`config.mk`:
```
export PLATFORM = sky130hd
export DESIGN_NAME = ptp_snap_filter
export DESIGN_NICKNAME = d
export VERILOG_FILES = /design/src/rtl/ptp_snap_pkg.sv /design/src/rtl/ptp_frame_parser.sv /design/src/rtl/ptp_select_table.sv /design/src/rtl/ptp_ts_capture.sv /design/src/rtl/ptp_snap_filter.sv
export SDC_FILE = /design/constraint.sdc
export NUM_CORES = 1
export LEC_CHECK = 0
export BUFFER_PORTS_ARGS = -buffer_cell sky130_fd_sc_hd__buf_2
export CORE_ASPECT_RATIO = 2
export CORE_MARGIN = 2
export CORE_UTILIZATION = 38
export DETAILED_ROUTE_END_ITERATION = 8
export SYNTH_ARGS = -nofsm -noshare
export SYNTH_HDL_FRONTEND = slang
export SYNTH_SLANG_ARGS = --single-unit
```
`constraint.sdc`:
```
create_clock -name clk -period 11.14 [get_ports clk]
set_input_delay 2.785 -clock clk [delete_from_list [all_inputs] [get_ports clk]]
set_output_delay 2.785 -clock clk [all_outputs]
set_load 0.01 [all_outputs]
```
`src/rtl/ptp_snap_pkg.sv`:
```
// Package: shared types for the PTP snapshot filter.
// Holds message-type codes, snapshot class codes and the per-frame
// configuration record latched at start of frame.
package ptp_snap_pkg;

    typedef enum logic [3:0] {
        MSG_SYNC      = 4'h0,
        MSG_DLY_REQ   = 4'h1,
        MSG_PDLY_REQ  = 4'h2,
        MSG_PDLY_RESP = 4'h3,
        MSG_FOLLOW_UP = 4'h8,
        MSG_DLY_RESP  = 4'h9,
        MSG_PDLY_FU   = 4'hA,
        MSG_ANNOUNCE  = 4'hB,
        MSG_SIGNAL    = 4'hC,
        MSG_MGMT      = 4'hD
    } ptp_msg_e;

    typedef enum logic [1:0] {
        SNAP_E2E_BASIC = 2'b00,
        SNAP_ALL_DELAY = 2'b01,
        SNAP_SYNC_DREQ = 2'b10,
        SNAP_PDELAY    = 2'b11
    } snap_class_e;

    typedef struct packed {
        snap_class_e  snap_class;
        logic         event_only;
        logic         master;
        logic         mask_en;
        logic [15:0]  accept_mask;
    } snap_cfg_t;

    // One-hot accept bit for a message code.
    function automatic logic [15:0] msg_bit(ptp_msg_e m);
        return 16'b1 << m;
    endfunction

endpackage

```
`src/rtl/ptp_frame_parser.sv`:
```
// Module: ptp_frame_parser
// Tracks byte position within a received frame, detects the PTP EtherType
// (directly or behind one VLAN tag) and extracts the message-type nibble.
// Assumes rx_sof/rx_eof are only meaningful with rx_valid; bytes outside a
// frame are ignored. type_known/msg_type include the current byte.
module ptp_frame_parser #(
    parameter logic [15:0] ETYPE_PTP  = 16'h88F7,
    parameter logic [15:0] ETYPE_VLAN = 16'h8100,
    parameter int          ET_IDX     = 12,
    parameter int          TAG_LEN    = 4
) (
    input  logic       clk,
    input  logic       rst_n,
    input  logic       rx_valid,
    input  logic       rx_sof,
    input  logic       rx_eof,
    input  logic [7:0] rx_data,
    output logic       sof_take,
    output logic       eof_take,
    output logic       type_known,
    output logic [3:0] msg_type
);
    localparam int HDR_IDX      = ET_IDX + 2;
    localparam int VLAN_ET_IDX  = ET_IDX + TAG_LEN;
    localparam int VLAN_HDR_IDX = VLAN_ET_IDX + 2;
    localparam int IDX_W        = $clog2(VLAN_HDR_IDX + 2);

    localparam logic [IDX_W-1:0] I_ET_HI   = IDX_W'(ET_IDX);
    localparam logic [IDX_W-1:0] I_ET_LO   = IDX_W'(ET_IDX + 1);
    localparam logic [IDX_W-1:0] I_VET_HI  = IDX_W'(VLAN_ET_IDX);
    localparam logic [IDX_W-1:0] I_VET_LO  = IDX_W'(VLAN_ET_IDX + 1);
    localparam logic [IDX_W-1:0] I_HDR     = IDX_W'(HDR_IDX);
    localparam logic [IDX_W-1:0] I_VHDR    = IDX_W'(VLAN_HDR_IDX);
    localparam logic [IDX_W-1:0] I_MAX     = '1;

    logic             in_frame_q;
    logic [IDX_W-1:0] cnt_q;
    logic [7:0]       et_hi_q;
    logic             vlan_q, ptp_q, have_q;
    logic [3:0]       type_q;

    logic             byte_take;
    logic [IDX_W-1:0] cur_idx;
    logic             vlan_f, ptp_f, have_f;
    logic [15:0]      et_word;
    logic             hdr_now;

    // Decode the current byte's position and frame-scoped flags.
    always_comb begin
        byte_take = rx_valid && (rx_sof || in_frame_q);
        cur_idx   = rx_sof ? '0 : cnt_q;
        vlan_f    = !rx_sof && vlan_q;
        ptp_f     = !rx_sof && ptp_q;
        have_f    = !rx_sof && have_q;
        et_word   = {et_hi_q, rx_data};
        hdr_now   = byte_take && ptp_f && !have_f &&
                    ((!vlan_f && cur_idx == I_HDR) || (vlan_f && cur_idx == I_VHDR));
    end

    assign sof_take   = rx_valid && rx_sof;
    assign eof_take   = byte_take && rx_eof;
    assign type_known = have_f || hdr_now;
    assign msg_type   = hdr_now ? rx_data[3:0] : type_q;

    // Frame membership and saturating byte counter.
    always_ff @(posedge clk) begin
        if (!rst_n) begin
            in_frame_q <= 1'b0;
            cnt_q      <= '0;
        end else if (byte_take) begin
            in_frame_q <= !rx_eof;
            cnt_q      <= (cur_idx == I_MAX) ? cur_idx : cur_idx + 1'b1;
        end
    end

    // Hold the upper EtherType byte until its lower byte arrives.
    always_ff @(posedge clk) begin
        if (!rst_n) begin
            et_hi_q <= '0;
        end else if (byte_take && (cur_idx == I_ET_HI || (vlan_f && cur_idx == I_VET_HI))) begin
            et_hi_q <= rx_data;
        end
    end

    // Classify the frame: tagged, PTP, or neither.
    always_ff @(posedge clk) begin
        if (!rst_n) begin
            vlan_q <= 1'b0;
            ptp_q  <= 1'b0;
        end else if (byte_take) begin
            if (rx_sof) begin
                vlan_q <= 1'b0;
                ptp_q  <= 1'b0;
            end else if (!vlan_f && cur_idx == I_ET_LO) begin
                if (et_word == ETYPE_PTP)       ptp_q  <= 1'b1;
                else if (et_word == ETYPE_VLAN) vlan_q <= 1'b1;
            end else if (vlan_f && cur_idx == I_VET_LO && et_word == ETYPE_PTP) begin
                ptp_q <= 1'b1;
            end
        end
    end

    // Capture the message-type nibble from the first PTP header byte.
    always_ff @(posedge clk) begin
        if (!rst_n) begin
            have_q <= 1'b0;
            type_q <= '0;
        end else if (byte_take) begin
            if (rx_sof) begin
                have_q <= 1'b0;
            end else if (hdr_now) begin
                have_q <= 1'b1;
                type_q <= rx_data[3:0];
            end
        end
    end

endmodule

```
`src/rtl/ptp_select_table.sv`:
```
// Module: ptp_select_table
// Combinational selection: turns the latched snapshot configuration into a
// 16-bit set of accepted message codes (fixed table or software mask) and
// tests the given message code against it. Purely combinational.
module ptp_select_table
    import ptp_snap_pkg::*;
(
    input  snap_cfg_t  cfg,
    input  logic [3:0] msg_type,
    output logic       accept
);
    logic [15:0] tbl_set;
    logic [15:0] eff_set;

    // Build the accepted set for the configured class and role.
    always_comb begin
        tbl_set = '0;
        unique case (cfg.snap_class)
            SNAP_E2E_BASIC: begin
                if (!cfg.event_only)
                    tbl_set = msg_bit(MSG_SYNC) | msg_bit(MSG_DLY_REQ) |
                              msg_bit(MSG_FOLLOW_UP) | msg_bit(MSG_DLY_RESP);
                else
                    tbl_set = cfg.master ? msg_bit(MSG_DLY_REQ) : msg_bit(MSG_SYNC);
            end
            SNAP_ALL_DELAY: begin
                if (!cfg.event_only)
                    tbl_set = msg_bit(MSG_SYNC) | msg_bit(MSG_DLY_REQ) |
                              msg_bit(MSG_FOLLOW_UP) | msg_bit(MSG_DLY_RESP) |
                              msg_bit(MSG_PDLY_REQ) | msg_bit(MSG_PDLY_RESP);
                else
                    tbl_set = msg_bit(MSG_PDLY_REQ) | msg_bit(MSG_PDLY_RESP) |
                              (cfg.master ? msg_bit(MSG_DLY_REQ) : msg_bit(MSG_SYNC));
            end
            SNAP_SYNC_DREQ: tbl_set = msg_bit(MSG_SYNC) | msg_bit(MSG_DLY_REQ);
            SNAP_PDELAY:    tbl_set = msg_bit(MSG_PDLY_REQ) | msg_bit(MSG_PDLY_RESP);
            default:        tbl_set = '0;
        endcase
    end

    // Mask mode bypasses the table entirely.
    always_comb begin
        eff_set = cfg.mask_en ? cfg.accept_mask : tbl_set;
        accept  = eff_set[msg_type];
    end

endmodule

```
`src/rtl/ptp_ts_capture.sv`:
```
// Module: ptp_ts_capture
// Latches the time value and configuration on the start byte, and on the
// end byte releases the latched time for one cycle if the frame's message
// type is known and accepted. Outputs hold between releases.
module ptp_ts_capture
    import ptp_snap_pkg::*;
#(
    parameter int TS_W = 64
) (
    input  logic            clk,
    input  logic            rst_n,
    input  logic            sof_take,
    input  logic            eof_take,
    input  logic [TS_W-1:0] ts_counter,
    input  snap_cfg_t       cfg_in,
    input  logic            type_known,
    input  logic            accept,
    input  logic [3:0]      msg_type,
    output snap_cfg_t       cfg_q,
    output logic            ts_valid,
    output logic [TS_W-1:0] ts_value,
    output logic [3:0]      ts_msg_type
);
    logic [TS_W-1:0] ts_lat_q;
    logic            emit;

    assign emit = eof_take && type_known && accept;

    // Snapshot time and configuration on every start byte.
    always_ff @(posedge clk) begin
        if (!rst_n) begin
            ts_lat_q <= '0;
            cfg_q    <= '0;
        end else if (sof_take) begin
            ts_lat_q <= ts_counter;
            cfg_q    <= cfg_in;
        end
    end

    // Present the snapshot for one cycle after a selected frame ends.
    always_ff @(posedge clk) begin
        if (!rst_n) begin
            ts_valid    <= 1'b0;
            ts_value    <= '0;
            ts_msg_type <= '0;
        end else begin
            ts_valid <= emit;
            if (emit) begin
                ts_value    <= ts_lat_q;
                ts_msg_type <= msg_type;
            end
        end
    end

endmodule

```
`src/rtl/ptp_snap_filter.sv`:
```
// Module: ptp_snap_filter (top)
// Receive-side PTP timestamp snapshot filter. Parses the byte stream,
// selects message types per the latched configuration and releases the
// start-of-frame time for selected frames. Assumes a CRC-checked, framed
// byte stream with rx_sof/rx_eof qualified by rx_valid.
module ptp_snap_filter
    import ptp_snap_pkg::*;
#(
    parameter int          TS_W       = 64,
    parameter logic [15:0] ETYPE_PTP  = 16'h88F7,
    parameter logic [15:0] ETYPE_VLAN = 16'h8100
) (
    input  logic            clk,
    input  logic            rst_n,
    input  logic            rx_valid,
    input  logic            rx_sof,
    input  logic            rx_eof,
    input  logic [7:0]      rx_data,
    input  logic [TS_W-1:0] ts_counter,
    input  logic [1:0]      cfg_snap_type,
    input  logic            cfg_event_only,
    input  logic            cfg_master,
    input  logic            cfg_mask_en,
    input  logic [15:0]     cfg_accept_mask,
    output logic            ts_valid,
    output logic [TS_W-1:0] ts_value,
    output logic [3:0]      ts_msg_type
);
    snap_cfg_t  cfg_in;
    snap_cfg_t  frm_cfg;
    logic       sof_take, eof_take, type_known, accept;
    logic [3:0] msg_type;
    logic       frm_mask_en;
    logic [1:0] frm_snap_type;

    // Pack the configuration pins into the per-frame record.
    always_comb begin
        cfg_in.snap_class  = snap_class_e'(cfg_snap_type);
        cfg_in.event_only  = cfg_event_only;
        cfg_in.master      = cfg_master;
        cfg_in.mask_en     = cfg_mask_en;
        cfg_in.accept_mask = cfg_accept_mask;
    end

    assign frm_mask_en   = frm_cfg.mask_en;
    assign frm_snap_type = frm_cfg.snap_class;

    ptp_frame_parser #(
        .ETYPE_PTP  (ETYPE_PTP),
        .ETYPE_VLAN (ETYPE_VLAN)
    ) u_parser (
        .clk        (clk),
        .rst_n      (rst_n),
        .rx_valid   (rx_valid),
        .rx_sof     (rx_sof),
        .rx_eof     (rx_eof),
        .rx_data    (rx_data),
        .sof_take   (sof_take),
        .eof_take   (eof_take),
        .type_known (type_known),
        .msg_type   (msg_type)
    );

    ptp_select_table u_select (
        .cfg      (frm_cfg),
        .msg_type (msg_type),
        .accept   (accept)
    );

    ptp_ts_capture #(
        .TS_W (TS_W)
    ) u_capture (
        .clk         (clk),
        .rst_n       (rst_n),
        .sof_take    (sof_take),
        .eof_take    (eof_take),
        .ts_counter  (ts_counter),
        .cfg_in      (cfg_in),
        .type_known  (type_known),
        .accept      (accept),
        .msg_type    (msg_type),
        .cfg_q       (frm_cfg),
        .ts_valid    (ts_valid),
        .ts_value    (ts_value),
        .ts_msg_type (ts_msg_type)
    );

endmodule

```
Yosys cells after proc, flatten, opt, wreduce, memory -nomap -nowiden
Cells that the tools add are included.

Register bits after elaboration: 175. Logic and storage cells: 88. Bits of input ports: 98.

Reduce and logical (&&, ||, !) cells: 35. Multiplexer cells: 20. Bitwise logic cells: 1. $add $sub $neg: 1. Equal/unequal tests: 14. Order comparisons: 1.

Operators with widths (count): one-hot mux 16 bit (4 select lines) (1); two-way mux 16 bit (3); == test 16 bit (second input constant) (2); == test 5 bit (second input constant) (4); logical AND 1 bit (18); == test 5 x 4 -> 1 bit (second input constant) (3); two-way mux 1 bit (11); two-way mux 5 bit (2); nonzero test 2 bit (3); adder 5 x 1 -> 5 bit (second input constant) (1); < comparator 4 x 5 -> 1 bit (second input constant) (1); binary-select mux 1 bit (select 4 bit) (1); == test 2 bit (second input constant) (2); zero test 1 bit (4); logical OR 1 bit (4); two-way mux 4 bit (1); AND reduction 2 bit (2); AND reduction 4 bit (1); inequality test 3 bit (second input constant) (1); AND reduction 3 bit (1); nonzero test 3 bit (1); == test 2 x 1 -> 1 bit (second input constant) (1); zero test 2 bit (1); two-way mux 2 bit (1); other kinds (2) (2).

Depth between registers and ports, before layout
Depth in word-level cells: 10. Depth in mapped cells: 14. Depth with buffers taken out: 9.

Modules after synthesis
From an unflattened synthesis, not the netlist that was laid out.

Cell total of the unflattened synthesis: 709. Area, all modules: 7200.7 um^2.

Modules (own cells, without submodules): ptp_ts_capture (sequential area each 3083.0 um^2, area each 5949.5 um^2, cells an instance 572, times used 1); ptp_frame_parser (sequential area each 420.4 um^2, area each 1037.2 um^2, cells an instance 113, times used 1); ptp_select_table (sequential area each 0.0 um^2, area each 214.0 um^2, cells an instance 24, times used 1).

Worst setup path after synthesis
Ideal clock, no wire load.

Path type: input to register. Start point: in rx_sof. End point: reg u_capture.ts_valid. Data arrival time: 5.360 ns. Setup time: 0.115 ns. Required time: 11.025 ns. Buffers on the path: 4. Stages on the path: 13. Path slack: 5.665 ns. Cell sequence: clkbuf_1 -> nor2b_1 -> ha_1 -> nand3b_1 -> a2111o_1 -> o21ai_4 -> mux4_2 -> a21boi_1 -> a221oi_2 -> buf_6 -> buf_6 -> buf_8 -> and2_1.

Word-level cells in the longest chain between the ends: 10.

Ends and longest elaborated chain: start: declaration (RTL line ptp_snap_filter.sv:16) `input logic rx_sof,`; parallel branches: the longest is 9 deep, another holds two-way mux 5 bit; logical AND 1 bit (*) (RTL line ptp_ts_capture.sv:27) `assign emit = eof_take && type_known && accept;`; end signal: assignment (RTL line ptp_ts_capture.sv:47) `ts_valid <= emit;`; end: declaration (RTL line ptp_ts_capture.sv:20) `output logic ts_valid,`.

Every way passes the cells marked *. The select of a mux whose other input is x is not followed. A chain may end at the register's enable or synchronous reset.

Worst setup path after layout
Start point: in rx_sof. End point: reg u_capture.ts_value[36].

Word-level cells in the longest chain between the ends: 10.

Ends and longest elaborated chain: parallel branches: the longest is 9 deep, another holds two-way mux 5 bit; logical AND 1 bit (*) (RTL line ptp_ts_capture.sv:27); end signal: assignment (RTL line ptp_ts_capture.sv:49) `ts_value <= ts_lat_q;`; end: declaration (RTL line ptp_ts_capture.sv:21) `output logic [TS_W-1:0] ts_value,`.

Marked as above.

==> tab_implementation.tex <==
\begin{tabular}{lr}
\hline
Metric & Value \\
\hline
\multicolumn{2}{l}{\textbf{Status}} \\
\quad Outcome & complete, no violations \\
\multicolumn{2}{l}{\textbf{Synthesis}} \\
\quad Synth warnings & 0 \\
\quad Multiplexer fraction of the synthesized cell area & 11.9\% \\
\quad Area of the mapped netlist & 7180 um2 \\
\quad Largest area contributor in the synthesized netlist & sky130\_fd\_sc\_hd\_\_dfxtp\_1 \\
\quad Area share of the largest cell type after synthesis & 48.8\% \\
\quad Cells taking the most area after synthesis & sky130\_fd\_sc\_hd\_\_dfxtp\_1, sky130\_fd\_sc\_hd\_\_nand2\_1, sky130\_fd\_sc\_hd\_\_mux2i\_1, sky130\_fd\_sc\_hd\_\_a21boi\_0, sky130\_fd\_sc\_hd\_\_clkbuf\_1 \\
\quad Seq/Total Area, Yosys & 48.8\% \\
\quad Net count after synthesis & 921 \\
\quad Post-synthesis cell type count & 45 \\
\quad Number of enable flip-flop cells after synthesis & 0 \\
\quad Post-Synthesis Cells & 819 \\
\quad Seq cells post-synth & 175 \\
\quad Share of flip-flops with an asynchronous set or reset & 0\% \\
\quad Synthesized area per cell & 8.77 um2 \\
\quad Most common flop cell mapped by yosys & sky130\_fd\_sc\_hd\_\_dfxtp\_1 \\
\quad Xor and xnor area share after synthesis & 0\% \\
\quad Share of the synthesized area in compound gates (AO/OA/AOI/OAI) & 13.6\% \\
\quad Combinational family with the most area after synthesis & simple AND/OR/NAND/NOR gates \\
\quad Post-synthesis simple-gate area fraction & 20.8\% \\
\quad Post-Synth Adder-Cell Area & 0.697\% \\
\multicolumn{2}{l}{\textbf{Final layout}} \\
\quad Most frequent cells in the layout & sky130\_fd\_sc\_hd\_\_nand2\_1, sky130\_fd\_sc\_hd\_\_dfxtp\_1, sky130\_fd\_sc\_hd\_\_buf\_2, sky130\_fd\_sc\_hd\_\_a21boi\_0, sky130\_fd\_sc\_hd\_\_mux2i\_1 \\
\quad Number of fill cells & 1877 \\
\quad Non-filler instance count after layout & 1182 \\
\quad Most common cell after layout, fill and taps aside & sky130\_fd\_sc\_hd\_\_nand2\_1 \\
\quad Fraction of final layout cells with drive strength greater than 1 & 21.6\% \\
\quad Area growth from synthesis to final layout & 20.6\% \\
\quad Final antenna diode count & 0 \\
\quad Final nets & 1054 \\
\multicolumn{2}{l}{\textbf{Clock tree}} \\
\quad Clock root cell & sky130\_fd\_sc\_hd\_\_clkbuf\_16 \\
\quad Longest Clk Path Bufs & 2 \\
\quad Number of levels the H-tree was split into & 4 \\
\quad Setup repair bufs after CTS & 0 \\
\quad Clock tree sinks & 175 \\
\quad Insertion delay of the later-clocked pin in the worst-skew pair & 0.42 ns \\
\quad Clock slew at the register clock pins of the worst setup and hold paths & 0.06 ns \\
\quad Hold Buf Count CTS & 0 \\
\quad Number of resized instances in the post-cts repair step & 0 \\
\quad CTS Buf Count & 17 \\
\quad CTS tree & built \\
\multicolumn{2}{l}{\textbf{Timing}} \\
\quad Hold Fails Final Rpt & 0 \\
\quad Setup violators final & 0 \\
\quad Slew Limit Fails & 0 \\
\quad Final sum of negative setup slack & 0 ns \\
\quad Maximum clock skew at final layout & 0.00909 ns \\
\quad Period Utilization, post-route & 57.2\% \\
\quad Final critical path time including I/O delays and setup & 6.37 ns \\
\quad Worst rel slew slack & 28.2\% \\
\quad Maximum clock rate & 157 MHz \\
\quad Pin slew with the least headroom to its limit & 1.08 ns \\
\quad Unrepaired setup endpoints after global routing & no \\
\quad Fin Hold WS & 0.450 ns \\
\multicolumn{2}{l}{\textbf{Detailed routing}} \\
\quad Number of vias in the routed layout & 5834 \\
\quad Routed WL & 17.9 mm \\
\quad Wirelength per Cell & 15.1 um \\
\quad First-pass iteration count of the detailed router & 4 \\
\quad Detailed Route Iter0 Violations & 179 \\
\quad Via density per instance & 4.94 \\
\quad Post-route DRC violation count & 0 \\
\quad Number of antenna-violating nets in the routed design & 0 \\
\multicolumn{2}{l}{\textbf{Worst setup path}} \\
\quad Critical path launch point type & input port \\
\quad Critical Path Most Common Cell & sky130\_fd\_sc\_hd\_\_buf\_4 \\
\quad Slowest-stage cell, CP & sky130\_fd\_sc\_hd\_\_buf\_4 \\
\quad Endpoint arrival time on the critical path & 6.72 ns \\
\quad Worst path max stage delay & 0.61 ns \\
\quad Worst path cell trace & buf\_2 -> nor2b\_1 -> ha\_1 -> nand3b\_1 -> a211oi\_4 -> mux2\_2 -> a311oi\_1 -> o21bai\_1 -> a221oi\_4 -> buf\_4 -> buf\_4 -> mux2i\_1 \\
\quad Critical Path End Type & flop \\
\quad Start-to-end type of the worst setup path & input port to flop \\
\quad Highest fanout seen on the critical path & 35 \\
\quad Required time of the critical path & 11.48 ns \\
\multicolumn{2}{l}{\textbf{Floorplan}} \\
\quad Initial cell density of the core & 38.5\% \\
\quad Die Y-Extent & 198 um \\
\quad I/O pins & 167 \\
\quad Standard-cell row count & 71 \\
\quad Die extent in x & 101 um \\
\quad Area of the core & 18700 um2 \\
\quad Floorplan die area & 20100 um2 \\
\multicolumn{2}{l}{\textbf{Global route}} \\
\quad Number of antenna violations at the first check in global routing & 1 \\
\quad Wire length of the first global-routing pass & 27.6 mm \\
\quad Number of global-route vias before repair & 5601 \\
\quad Pin count of the biggest net entering global routing & 150 \\
\quad Overall track demand over capacity in global routing & 17.8\% \\
\quad Final global-route overflow total & 0 \\
\multicolumn{2}{l}{\textbf{Place}} \\
\quad Detailed placer's ending HPWL & 11.8 mm \\
\quad Placed cell count & 1152 \\
\quad Final weighted congestion in routability-driven placement & 0.791 \\
\quad PortBufs & 166 \\
\multicolumn{2}{l}{\textbf{Power}} \\
\quad LEAKAGE & 3.40 nW \\
\quad Total power density per cell area & 151 nW/um2 \\
\quad Total power draw & 1.31 mW \\
\quad Largest voltage drop on the vdd net & 89.1 uV \\
\multicolumn{2}{l}{\textbf{Job}} \\
\quad Number of maximum-capacitance constraint violations & 0 \\
\multicolumn{2}{l}{\textbf{Min path}} \\
\quad Path class of the lowest-slack min-delay path & flop to flop \\
\hline
\end{tabular}
[state kept, by name, indices dropped and copies added, names as in the netlist]
signal and flops:
u_capture.cfg_q 21, u_capture.ts_lat_q 64, u_capture.ts_msg_type 4, u_capture.ts_valid 1
u_capture.ts_value 64, u_parser.cnt_q 5, u_parser.et_hi_q 8, u_parser.have_q 1
u_parser.in_frame_q 1, u_parser.ptp_q 1, u_parser.type_q 4, u_parser.vlan_q 1
[metrics by stage]
step | instance area (um2) | util, % | setup WS (ns)
after CTS | 8660 | 46.4 | 4.77
final | 8660 | 46.4 | 4.77
after floorplan | 7180 | - | 5.66
after global placement | 8080 | 43.3 | 4.41
after global routing | 8660 | 46.4 | 4.51
after detailed placement | 8080 | 43.3 | 4.33
[layout make-up]
| class | instances | area, um2 | area share [%] |
|---|---|---|---|
| tap | 219 | 274 | 3.16 |
| clock buffer | 25 | 495 | 5.72 |
| clock inverter | 5 | 80.1 | 0.925 |
| inverter | 9 | 33.8 | 0.390 |
| timing repair buffer | 171 | 875 | 10.1 |
| sequential | 175 | 3500 | 40.5 |
| multi-input combinational | 578 | 3400 | 39.2 |
[cells by family after synthesis]
kind of cell	Yosys count
DFF	175
adders and majority gates	4
and+or+nand+nor	363
AOI/OAI and AO/OA	127
muxes	84
buffers and inverters	66
[routing by layer]
| metal | up-vias | GRT usage, % | routed length (um) |
|---|---|---|---|
| met5 | - | 0 | 11 |
| met3 | 31 | 3.79 | 646 |
| met4 | 2 | 8.31 | 552 |
| met1 | 2715 | 18.3 | 6920 |
| li1 | 2956 | - | - |
| met2 | 130 | 33.4 | 9740 |
[worst paths after layout]
check | start | to | slack, ns | cells after the start
setup / recovery | rx_sof | u_capture.ts_value[36]$_SDFFE_PN0P_ | 4.77 | 12
hold / removal | u_capture.ts_value[19]$_SDFFE_PN0P_ | u_capture.ts_value[19]$_SDFFE_PN0P_ | 0.45 | 2
hold reg to reg | u_capture.ts_value[19]$_SDFFE_PN0P_ | u_capture.ts_value[19]$_SDFFE_PN0P_ | 0.45 | 2
setup reg to reg | u_parser.cnt_q[1]$_SDFFE_PN0P_ | u_capture.ts_value[36]$_SDFFE_PN0P_ | 6.94 | 11
[cells in the mapped netlist (5+ instances only)]
cell,count
sky130_fd_sc_hd__a21boi_0,87
sky130_fd_sc_hd__a21oi_1,5
sky130_fd_sc_hd__buf_4,5
sky130_fd_sc_hd__clkbuf_1,45
sky130_fd_sc_hd__dfxtp_1,175
sky130_fd_sc_hd__inv_1,9
sky130_fd_sc_hd__mux2i_1,80
sky130_fd_sc_hd__nand2_1,320
sky130_fd_sc_hd__nor2_1,5
sky130_fd_sc_hd__nor2b_1,13
sky130_fd_sc_hd__o211a_1,5
sky130_fd_sc_hd__o21ai_0,6
[where the power goes]
part	internal, mW	switching, mW
logic	0.0309	0.0447
registers	0.641	0.00904
clock network	0.352	0.233
total	1.02	0.287
[critical path: cells and delay by family]
kind / cells / cell delay, ns
compound gates: 4 / 1.17
fa+ha+maj: 1 / 0.22
buf+inv: 3 / 1.31
mux: 2 / 0.72
simple gates: 2 / 0.41
No activity file was read; power rests on OpenSTA's default activity.
